<file path="src/rtl/flash_sr_pkg.sv">
// Package: shared types for the flash status register controller.
// Assumes at most a handful of operation classes; durations are counted in clock cycles.
package flash_sr_pkg;

    // One decoded instruction per field; all fields zero means no instruction.
    typedef struct packed {
        logic wren;
        logic wrdi;
        logic rdsr;
        logic wrsr;
        logic prog;
        logic erase;
        logic secop;
        logic susp;
        logic srst;
    } fsr_cmd_t;

    localparam int CMD_BITS = $bits(fsr_cmd_t);

    // Larger of two durations, used to size the busy counter.
    function automatic int fsr_max(input int a, input int b);
        return (a > b) ? a : b;
    endfunction

endpackage

</file>
<file path="src/rtl/fsr_gate.sv">
// Module: fsr_gate
// Decides acceptance of the instruction presented this cycle from the current
// busy flag, write enable latch, lock bit and write-protect pin.
// Purely combinational; assumes state inputs come straight from registers.
module fsr_gate
    import flash_sr_pkg::*;
(
    input  logic     clk,
    input  logic     rst_n,
    input  fsr_cmd_t cmd,
    input  logic     busy,
    input  logic     wel,
    input  logic     lock,
    input  logic     wp_n,
    output fsr_cmd_t acc,
    output logic     accept,
    output logic     reject
);
    logic [$clog2(CMD_BITS+1)-1:0] n_strobes;
    logic                           single;
    logic                           idle_ok;
    logic                           mod_ok;
    logic                           wrsr_ok;

    // Count raised strobes and derive the per-class permission terms.
    always_comb begin
        n_strobes = '0;
        for (int i = 0; i < CMD_BITS; i++) begin
            n_strobes = n_strobes + {{($bits(n_strobes)-1){1'b0}}, cmd[i]};
        end
        single  = (n_strobes == 1);
        idle_ok = single && !busy;
        mod_ok  = idle_ok && wel;
        wrsr_ok = mod_ok && (!lock || wp_n);
    end

    // Qualify each strobe with its permission.
    always_comb begin
        acc       = '0;
        acc.rdsr  = cmd.rdsr  && single;
        acc.susp  = cmd.susp  && single && busy;
        acc.wren  = cmd.wren  && idle_ok;
        acc.wrdi  = cmd.wrdi  && idle_ok;
        acc.srst  = cmd.srst  && idle_ok;
        acc.prog  = cmd.prog  && mod_ok;
        acc.erase = cmd.erase && mod_ok;
        acc.secop = cmd.secop && mod_ok;
        acc.wrsr  = cmd.wrsr  && wrsr_ok;
        accept    = |acc;
        reject    = (n_strobes != 0) && !accept;
    end

    a_r4_busy_gate: assert property (@(posedge clk) disable iff (!rst_n)
        (busy && accept) |-> (cmd.rdsr || cmd.susp));
    a_r7_need_wel: assert property (@(posedge clk) disable iff (!rst_n)
        (!wel && (cmd.prog || cmd.erase || cmd.secop || cmd.wrsr)) |-> !accept);
    a_r8_lock_pin: assert property (@(posedge clk) disable iff (!rst_n)
        (lock && !wp_n && cmd.wrsr) |-> !accept);
    a_r11_multi: assert property (@(posedge clk) disable iff (!rst_n)
        ($countones(cmd) > 1) |-> (!accept && reject));
    a_r12_read_ok: assert property (@(posedge clk) disable iff (!rst_n)
        ($countones(cmd) == 1 && cmd.rdsr) |-> accept);
endmodule

</file>
<file path="src/rtl/fsr_busy_timer.sv">
// Module: fsr_busy_timer
// Models the busy period of modifying operations with a down-counter loaded
// from a per-class duration, and a suspend toggle that freezes the count.
// Assumes every duration is at least 1 and only one load per cycle (gate-enforced).
module fsr_busy_timer
    import flash_sr_pkg::*;
#(
    parameter int T_PROG  = 5,
    parameter int T_ERASE = 7,
    parameter int T_WRSR  = 3,
    parameter int T_SEC   = 4
) (
    input  logic     clk,
    input  logic     rst_n,
    input  fsr_cmd_t acc,
    output logic     busy
);
    localparam int T_MAX = fsr_max(fsr_max(T_PROG, T_ERASE), fsr_max(T_WRSR, T_SEC));
    localparam int CW    = $clog2(T_MAX + 1);

    logic [CW-1:0] cnt;
    logic [CW-1:0] load_val;
    logic          load;
    logic          susp_q;
    logic          susp_nx;

    // Select the duration of the accepted operation and the next suspend state.
    always_comb begin
        load     = 1'b1;
        load_val = '0;
        if (acc.prog)       load_val = CW'(T_PROG);
        else if (acc.erase) load_val = CW'(T_ERASE);
        else if (acc.wrsr)  load_val = CW'(T_WRSR);
        else if (acc.secop) load_val = CW'(T_SEC);
        else                load = 1'b0;
        susp_nx = susp_q ^ acc.susp;
    end

    // Count down unless suspended; load on an accepted busy-causing instruction.
    always_ff @(posedge clk) begin
        if (!rst_n) begin
            cnt    <= '0;
            susp_q <= 1'b0;
        end else begin
            susp_q <= susp_nx;
            if (load)
                cnt <= load_val;
            else if (cnt != 0 && !susp_nx)
                cnt <= cnt - 1'b1;
        end
    end

    assign busy = (cnt != 0);

    a_r10_frozen: assert property (@(posedge clk) disable iff (!rst_n)
        (susp_q && !acc.susp) |=> $stable(cnt));
    a_r3_count_down: assert property (@(posedge clk) disable iff (!rst_n)
        (busy && !susp_q && !acc.susp) |=> (cnt == $past(cnt) - 1'b1));
    a_r3_start: assert property (@(posedge clk) disable iff (!rst_n)
        (acc.prog || acc.erase || acc.wrsr || acc.secop) |=> busy);
    a_r10_only_busy: assert property (@(posedge clk) disable iff (!rst_n)
        !busy |-> !susp_q);
endmodule

</file>
<file path="src/rtl/fsr_regs.sv">
// Module: fsr_regs
// Holds the six protection bits and the write enable latch.
// Protection bits change only on an accepted status write and persist across
// soft reset; rst_n models power-on and returns them to the unprotected default.
module fsr_regs
    import flash_sr_pkg::*;
(
    input  logic       clk,
    input  logic       rst_n,
    input  fsr_cmd_t   acc,
    input  logic [7:0] wr_data,
    output logic [5:0] prot,
    output logic       wel
);
    logic wel_clr;

    // Instructions that drop the latch when accepted.
    always_comb begin
        wel_clr = acc.wrdi || acc.prog || acc.erase || acc.secop || acc.wrsr || acc.srst;
    end

    // Protection bits: load bits 7..2 of the write data on an accepted status write.
    always_ff @(posedge clk) begin
        if (!rst_n)        prot <= '0;
        else if (acc.wrsr) prot <= wr_data[7:2];
    end

    // Write enable latch: set by latch enable, cleared by modifying instructions.
    always_ff @(posedge clk) begin
        if (!rst_n)       wel <= 1'b0;
        else if (acc.wren) wel <= 1'b1;
        else if (wel_clr)  wel <= 1'b0;
    end

    a_r5_wel_set: assert property (@(posedge clk) disable iff (!rst_n)
        acc.wren |=> wel);
    a_r6_wel_clear: assert property (@(posedge clk) disable iff (!rst_n)
        wel_clr |=> !wel);
    a_r2_prot_hold: assert property (@(posedge clk) disable iff (!rst_n)
        !acc.wrsr |=> $stable(prot));
    a_r9_srst_keep: assert property (@(posedge clk) disable iff (!rst_n)
        acc.srst |=> $stable(prot));
endmodule

</file>
<file path="src/rtl/flash_sr_ctrl.sv">
// Module: flash_sr_ctrl (top)
// Status register controller for a serial NOR flash: gates decoded
// instructions, sequences the write enable latch and busy period, and
// presents the status byte. Assumes strobes are single-cycle and decoded upstream.
module flash_sr_ctrl
    import flash_sr_pkg::*;
#(
    parameter int T_PROG  = 5,
    parameter int T_ERASE = 7,
    parameter int T_WRSR  = 3,
    parameter int T_SEC   = 4
) (
    input  logic       clk,
    input  logic       rst_n,
    input  logic       cmd_wren,
    input  logic       cmd_wrdi,
    input  logic       cmd_rdsr,
    input  logic       cmd_wrsr,
    input  logic       cmd_prog,
    input  logic       cmd_erase,
    input  logic       cmd_secop,
    input  logic       cmd_suspend,
    input  logic       cmd_softrst,
    input  logic [7:0] wr_data,
    input  logic       wp_n,
    output logic [7:0] status,
    output logic       cmd_accept,
    output logic       cmd_reject
);
    fsr_cmd_t   cmd;
    fsr_cmd_t   acc;
    logic       busy;
    logic       wel;
    logic [5:0] prot;

    // Bundle the strobes into one command word.
    always_comb begin
        cmd.wren  = cmd_wren;
        cmd.wrdi  = cmd_wrdi;
        cmd.rdsr  = cmd_rdsr;
        cmd.wrsr  = cmd_wrsr;
        cmd.prog  = cmd_prog;
        cmd.erase = cmd_erase;
        cmd.secop = cmd_secop;
        cmd.susp  = cmd_suspend;
        cmd.srst  = cmd_softrst;
    end

    fsr_gate u_gate (
        .clk    (clk),
        .rst_n  (rst_n),
        .cmd    (cmd),
        .busy   (busy),
        .wel    (wel),
        .lock   (prot[5]),
        .wp_n   (wp_n),
        .acc    (acc),
        .accept (cmd_accept),
        .reject (cmd_reject)
    );

    fsr_busy_timer #(
        .T_PROG  (T_PROG),
        .T_ERASE (T_ERASE),
        .T_WRSR  (T_WRSR),
        .T_SEC   (T_SEC)
    ) u_timer (
        .clk   (clk),
        .rst_n (rst_n),
        .acc   (acc),
        .busy  (busy)
    );

    fsr_regs u_regs (
        .clk     (clk),
        .rst_n   (rst_n),
        .acc     (acc),
        .wr_data (wr_data),
        .prot    (prot),
        .wel     (wel)
    );

    assign status = {prot, wel, busy};

    a_r1_reset: assert property (@(posedge clk)
        !rst_n |=> (status == 8'h00));
    a_r11_no_change: assert property (@(posedge clk) disable iff (!rst_n)
        cmd_reject |=> $stable(status[7:1]));
endmodule

</file>
<file path="config.mk">
export PLATFORM = sky130hd
export DESIGN_NAME = flash_sr_ctrl
export DESIGN_NICKNAME = d
export VERILOG_FILES = /design/src/rtl/flash_sr_pkg.sv /design/src/rtl/fsr_gate.sv /design/src/rtl/fsr_busy_timer.sv /design/src/rtl/fsr_regs.sv /design/src/rtl/flash_sr_ctrl.sv
export SDC_FILE = /design/constraint.sdc
export NUM_CORES = 1
export LEC_CHECK = 0
export BUFFER_PORTS_ARGS = -buffer_cell sky130_fd_sc_hd__clkbuf_2
export CORE_MARGIN = 2
export CORE_UTILIZATION = 54
export CTS_CLUSTER_SIZE = 12
export DETAILED_ROUTE_END_ITERATION = 12
export MAX_ROUTING_LAYER = met4
export PLACE_DENSITY_LB_ADDON = 0.1
export SLEW_MARGIN = 20
export SYNTH_ARGS = -nofsm -noshare
export SYNTH_HDL_FRONTEND = slang
export SYNTH_SLANG_ARGS = --single-unit
</file>
<file path="constraint.sdc">
create_clock -name clk -period 8.2 [get_ports clk]
set_input_delay 1.23 -clock clk [delete_from_list [all_inputs] [get_ports clk]]
set_output_delay 1.23 -clock clk [all_outputs]
set_load 0.02 [all_outputs]
</file>
After elaboration in Yosys (flattened, before gate mapping)
Cells that the tools add are included.
{ "totals": {"out_inout_bits": 10, "elab_cells": 57, "regBits": 11, "in_bits": 20} }
{ "op_classes": {"mux": 12, "eq_ne": 1, "n_bitwise": 1, "n_reduce_logical": 30, "addsub": 9} }
{ "ops": {"columns": ["operator", "n"], "rows": [
  ["adder 4 x 1 -> 4 bit", 7],
  ["two-way mux 3 bit", 6],
  ["logical AND 1 bit", 15],
  ["OR reduction 9 bit", 1],
  ["logical OR 1 bit", 6],
  ["two-way mux 1 bit", 6],
  ["== test 4 x 1 -> 1 bit, second input constant", 1],
  ["zero test 1 bit", 4],
  ["nonzero test 2 bit", 2],
  ["nonzero test 4 bit", 1],
  ["nonzero test 3 bit", 1],
  ["subtractor 3 x 1 -> 3 bit, second input constant", 1],
  ["adder 1 x 1 -> 2 bit", 1],
  ["bitwise XOR 1 bit", 1]
]} }

Longest topological paths before layout
{ "depth": {"word_depth": 19, "ltp_mapped": 15} }

By module
A second synthesis with hierarchy kept.
{ "unflattened": {"cells_unflattened": 99, "hier_area_um2": 934.6} }
{ "modules_own_cells": {"columns": ["mod", "seq_area_each_um2", "instances", "area_each_um2", "cells_each"], "rows": [
  ["fsr_gate", 0.0, 1, 384.1, 46],
  ["fsr_regs", 140.1, 1, 274.0, 23],
  ["fsr_busy_timer", 80.1, 1, 261.5, 28],
  ["flash_sr_ctrl", 0.0, 1, 15.0, 2]
]} }

Worst setup path before layout
No wires, ideal clock.
{ "synth_timing": {"kind": "input-to-output", "from": "input port cmd_suspend", "to": "output port cmd_reject", "path_stages": 15, "arrival_ns": 4.687, "required_time_ns": 6.970, "n_path_buf": 0, "setup_slack_ns": 2.283, "cell_sequence": "ha_1 inv_1 fa_1 fa_1 fa_1 inv_1 ha_1 inv_1 fa_1 nor3b_2 a21oi_2 nor2_1 o21ai_0 nand2_1 a31oi_1"} }
{ "synth_between": {"elab_chain_cells": 16, "word_cells_on_any_way": 26, "classes_between": "add/sub (8); eq/ne (1); reduce/logical (17)"} }
{ "synth_rtl": {"columns": ["element", "line", "text"], "rows": [
  ["start: declaration", "flash_sr_ctrl.sv:22", "input logic cmd_suspend,"],
  ["adder 1 x 1 -> 2 bit", "fsr_gate.sv:29", "n_strobes = n_strobes + {{($bits(n_strobes)-1){1'b0}}, cmd[i]};"],
  ["adder 4 x 1 -> 4 bit (7 in a row)", "fsr_gate.sv:29", null],
  ["== test 4 x 1 -> 1 bit", "fsr_gate.sv:31", "single = (n_strobes == 1);"],
  ["logical AND 1 bit", "fsr_gate.sv:32", "idle_ok = single && !busy;"],
  ["logical AND 1 bit", "fsr_gate.sv:33", "mod_ok = idle_ok && wel;"],
  ["logical AND 1 bit", "fsr_gate.sv:34", "wrsr_ok = mod_ok && (!lock || wp_n);"],
  ["logical AND 1 bit", "fsr_gate.sv:48", "acc.wrsr = cmd.wrsr && wrsr_ok;"],
  ["OR reduction 9 bit (*)", "fsr_gate.sv:49", "accept = |acc;"],
  ["via cmd_accept", "flash_sr_ctrl.sv:27", "output logic cmd_accept,"],
  ["zero test 1 bit (*)", "fsr_gate.sv:50", "reject = (n_strobes != 0) && !accept;"],
  ["logical AND 1 bit (*)", "fsr_gate.sv:50", null],
  ["end: declaration", "flash_sr_ctrl.sv:28", "output logic cmd_reject"]
]} }
Mark *: on every way through the listed nets, which the timed path passes. The rest lies on a longest branch.

Worst setup path in the final report
{ "layout_timing": {"from": "input port cmd_suspend", "to": "output port cmd_reject"} }
{ "layout_between": {"elab_chain_cells": 16, "word_cells_on_any_way": 26, "classes_between": "add/sub (8); eq/ne (1); reduce/logical (17)"} }
{ "layout_rtl": {"columns": ["element", "line"], "rows": [
  ["adder 1 x 1 -> 2 bit", "fsr_gate.sv:29"],
  ["adder 4 x 1 -> 4 bit (7 in a row)", "fsr_gate.sv:29"],
  ["== test 4 x 1 -> 1 bit", "fsr_gate.sv:31"],
  ["logical AND 1 bit", "fsr_gate.sv:32"],
  ["logical AND 1 bit", "fsr_gate.sv:33"],
  ["logical AND 1 bit", "fsr_gate.sv:34"],
  ["logical AND 1 bit", "fsr_gate.sv:48"],
  ["OR reduction 9 bit", "fsr_gate.sv:49"],
  ["zero test 1 bit", "fsr_gate.sv:50"],
  ["logical AND 1 bit (*)", "fsr_gate.sv:50"]
]} }
Mark *: on every way between the ends. The rest lies on a longest branch, timed or not.

==> results.sh <==
export IMPL_rsz0062_at_grt="no"
export IMPL_synth_simple_area_share_pct=21.3
export IMPL_swShare_pct=42.3
export IMPL_start_kind="input port"
export IMPL_yosys_warnings=0
export IMPL_slew_violations=0
export IMPL_synthMuxAreaShare_pct=6.28
export IMPL_ys_seq_area_share_pct=23.0
export IMPL_die_x_um=46.1
export IMPL_yosysMostFrequentCell="inv_1"
export IMPL_slowest_delay_ns=0.51
export IMPL_place_gp_congestion=0.845
export IMPL_drive_above_1_share_pct=31.1
export IMPL_drc=0
export IMPL_finalCriticalPeriod_ns=6.14
export IMPL_cp_max_fo=6
export IMPL_hp_class="reg2reg"
export IMPL_synth_top_family_by_area="simple AND/OR/NAND/NOR gates"
export IMPL_cp_arrival_ns=4.91
export IMPL_worst_pin_slew_ns=0.662
export IMPL_synth_top_area_cell="dfxtp_1"
export IMPL_core_um2=1690
export IMPL_synth_seq_cells=11
export IMPL_switching_power_mw=0.109
export IMPL_critical_path_required_ns=6.97
export IMPL_clk_latency_ns=0.27
export IMPL_worstPathCellList="clkbuf_2, ha_1, inv_1, fa_1, fa_1, fa_1, inv_1, ha_1, inv_1, fa_1, nor3b_2, a21oi_2, nor2_1, o21ai_0, nand2_1, a31oi_1, clkbuf_2"
export IMPL_clkPwrFrac_pct=14.3
export IMPL_pre_cts_ws_ns=2.09
export IMPL_dr_wl_met2_um=835
export IMPL_async_flop_share_pct=0
export IMPL_grt_pass1_wl_um=2930
export IMPL_pwr_share_comb_pct=59.3
export IMPL_nets=166
export IMPL_synth_distinct_cells=37
export IMPL_wl_per_cell_um=11.8
export IMPL_worstSetupPathType="in2out"
export IMPL_placed_area_um2=1080
export IMPL_drtIter0Drc=15
export IMPL_vias_per_cell=5.52
export IMPL_synth_compound_area_share_pct=17.3
export IMPL_fin_skew_ns=0.00713
export IMPL_hold_viol=0
export IMPL_rows=15
export IMPL_grt_ovfl_total=0
export IMPL_status="finished clean"
export IMPL_dp_hpwl_um=1480
export IMPL_fp_dieH_um=46.1
export IMPL_maxCapViolCount=0
export IMPL_top_layer="met4"
export IMPL_portBuffers=27
export IMPL_power_per_cell_area_nw_per_um2=232
export IMPL_grtUsageTotal_pct=19.7
export IMPL_syn_area_um2=956
export IMPL_start_util_pct=56.6
export IMPL_nFillCells=141
export IMPL_ioPinCount=30
export IMPL_synthTopCellsByArea="dfxtp_1 23%, fa_1 10%, ha_1 10%"
export IMPL_synth_xor_area_share_pct=0.916
export IMPL_synth_top_area_share_pct=23.0
export IMPL_synth_cells=106
export IMPL_crit_slowest_cell="fa_1"
export IMPL_dr_total_vias=822
export IMPL_cts_setup_buffers=0
export IMPL_slew_headroom_pct=55.5
export IMPL_dieArea_um2=2120
export IMPL_clk_path_buf_depth=2
export IMPL_n_antenna_cell=0
export IMPL_tritoncts="done"
export IMPL_antenna_found_initial=0
export IMPL_routed_wl_um=1760
export IMPL_finalSetupTns_ns=0
export IMPL_p_leak_nw=0.528
export IMPL_cts_sinks=11
export IMPL_fin_crit_sh_pct=74.9
export IMPL_grt_max_degree=12
export IMPL_synth_edf_count=0
export IMPL_fmax_mhz=163
export IMPL_h_tree_depth=1
export IMPL_setup_violations=0
export IMPL_grt_pass1_vias=733
export IMPL_hold_buffers=0
export IMPL_wl_met1_um=793
export IMPL_cp_end_kind="output pin"
export IMPL_p_int_mw=0.149
export IMPL_met3_length_um=105
export IMPL_cpMostUsedCell="fa_1"
export IMPL_synth_common_cells="18 x inv_1, 11 x dfxtp_1, 8 x ha_1, 8 x nand2_1, 7 x nor2b_1"
export IMPL_fin_ws_ns=2.06
export IMPL_critical_path_top_delay_family="adder cells"
export IMPL_p_seq_share_pct=26.4
export IMPL_areaGrowthSynthToFinish_pct=16.1
export IMPL_fin_area_um2=1110
export IMPL_numCtsBuffers=3
export IMPL_ctsRootBufferMaster="clkbuf_4"
export IMPL_first_pass_iters=4
export IMPL_synthFlopType="dfxtp_1"
export IMPL_vdd_drop_max_mv=0.124
export IMPL_synthAdderAreaFrac_pct=20.9
export IMPL_syn_area_per_cell_um2=9.02
export IMPL_cts_clk_slew_worst_paths_ns=0.08
export IMPL_ctsResizeCount=0
export IMPL_syn_num_nets=139
export IMPL_crit_buf_inv=5
export IMPL_drt_antenna_violating_nets=0
[logic make-up after synthesis]
kind of cell | Yosys count
and+or+nand+nor | 32
DFF | 11
xor gates and xnor gates | 1
adders and majority gates | 13
buffers and inverters | 23
muxes | 6
AOI/OAI and AO/OA | 20
[registers in the layout, summed over array words and instances (netlist names)]
| signal | flops |
|---|---|
| u_regs.prot | 6 |
| u_timer.cnt | 3 |
| u_regs.wel | 1 |
| u_timer.susp_q | 1 |
[worst paths after layout]
check,endpoint,start,slack (ns),cells past startpoint
worst max-delay path,cmd_reject,cmd_suspend,2.06,17
worst max register to register,u_timer.cnt[2],u_regs.prot[5],6.24,6
worst min-delay path,u_regs.prot[0],u_regs.prot[0],0.53,2
worst min register to register,u_regs.prot[0],u_regs.prot[0],0.53,2
[metal layers]
layer / up-vias / GRT usage, %
li1: 415 / -
met1: 378 / 24.7
met2: 25 / 30.8
met3: 4 / 5.88
met4: 0 / 5.14
met5: - / -
[area by class of cell]
| cell class | count | area, um^2 | share of cell area, % |
|---|---|---|---|
| tap | 17 | 21.3 | 1.92 |
| timing repair buffer | 27 | 135 | 12.2 |
| sequential | 11 | 220 | 19.8 |
| clock buffer | 3 | 22.5 | 2.03 |
| multi-input combinational | 72 | 638 | 57.5 |
| inverter | 18 | 67.6 | 6.09 |
| clock inverter | 1 | 5.00 | 0.451 |
[through the flow]
step	hold WS [ns]	util, %	cells	power, mW
2_1_floorplan	0.506	-	106	0.197
3_3_place_gp	0.497	64.1	145	0.220
3_5_place_dp	0.509	64.1	145	0.222
4_1_cts	0.529	65.7	149	0.260
5_1_grt	0.551	65.7	149	0.282
6_report	0.527	65.7	149	0.258
[cell usage in the layout, fill, tap and decap left out, types with 5 or more instances in the layout]
master,netlist,routed
ha_1,8,8
fa_1,5,5
nand2_1,8,8
clkbuf_2,0,27
nor2b_1,7,7
mux2i_1,6,6
dfxtp_1,11,11
inv_1,18,18
[power groups by stage]
stage	registers (mW)	clock network, mW	logic (mW)
2_1_floorplan	0.0675	0	0.130
3_5_place_dp	0.0692	0	0.153
3_3_place_gp	0.0690	0	0.151
4_1_cts	0.0679	0.0383	0.154
6_report	0.0680	0.0369	0.153
5_1_grt	0.0689	0.0408	0.172
[worst min-delay path, stage by stage, from the launching register on]
cell and delay, ns:
dfxtp_1 0.32, mux2i_1 0.12, nor2b_1 0.05
No activity file was read; power rests on OpenSTA's default activity.
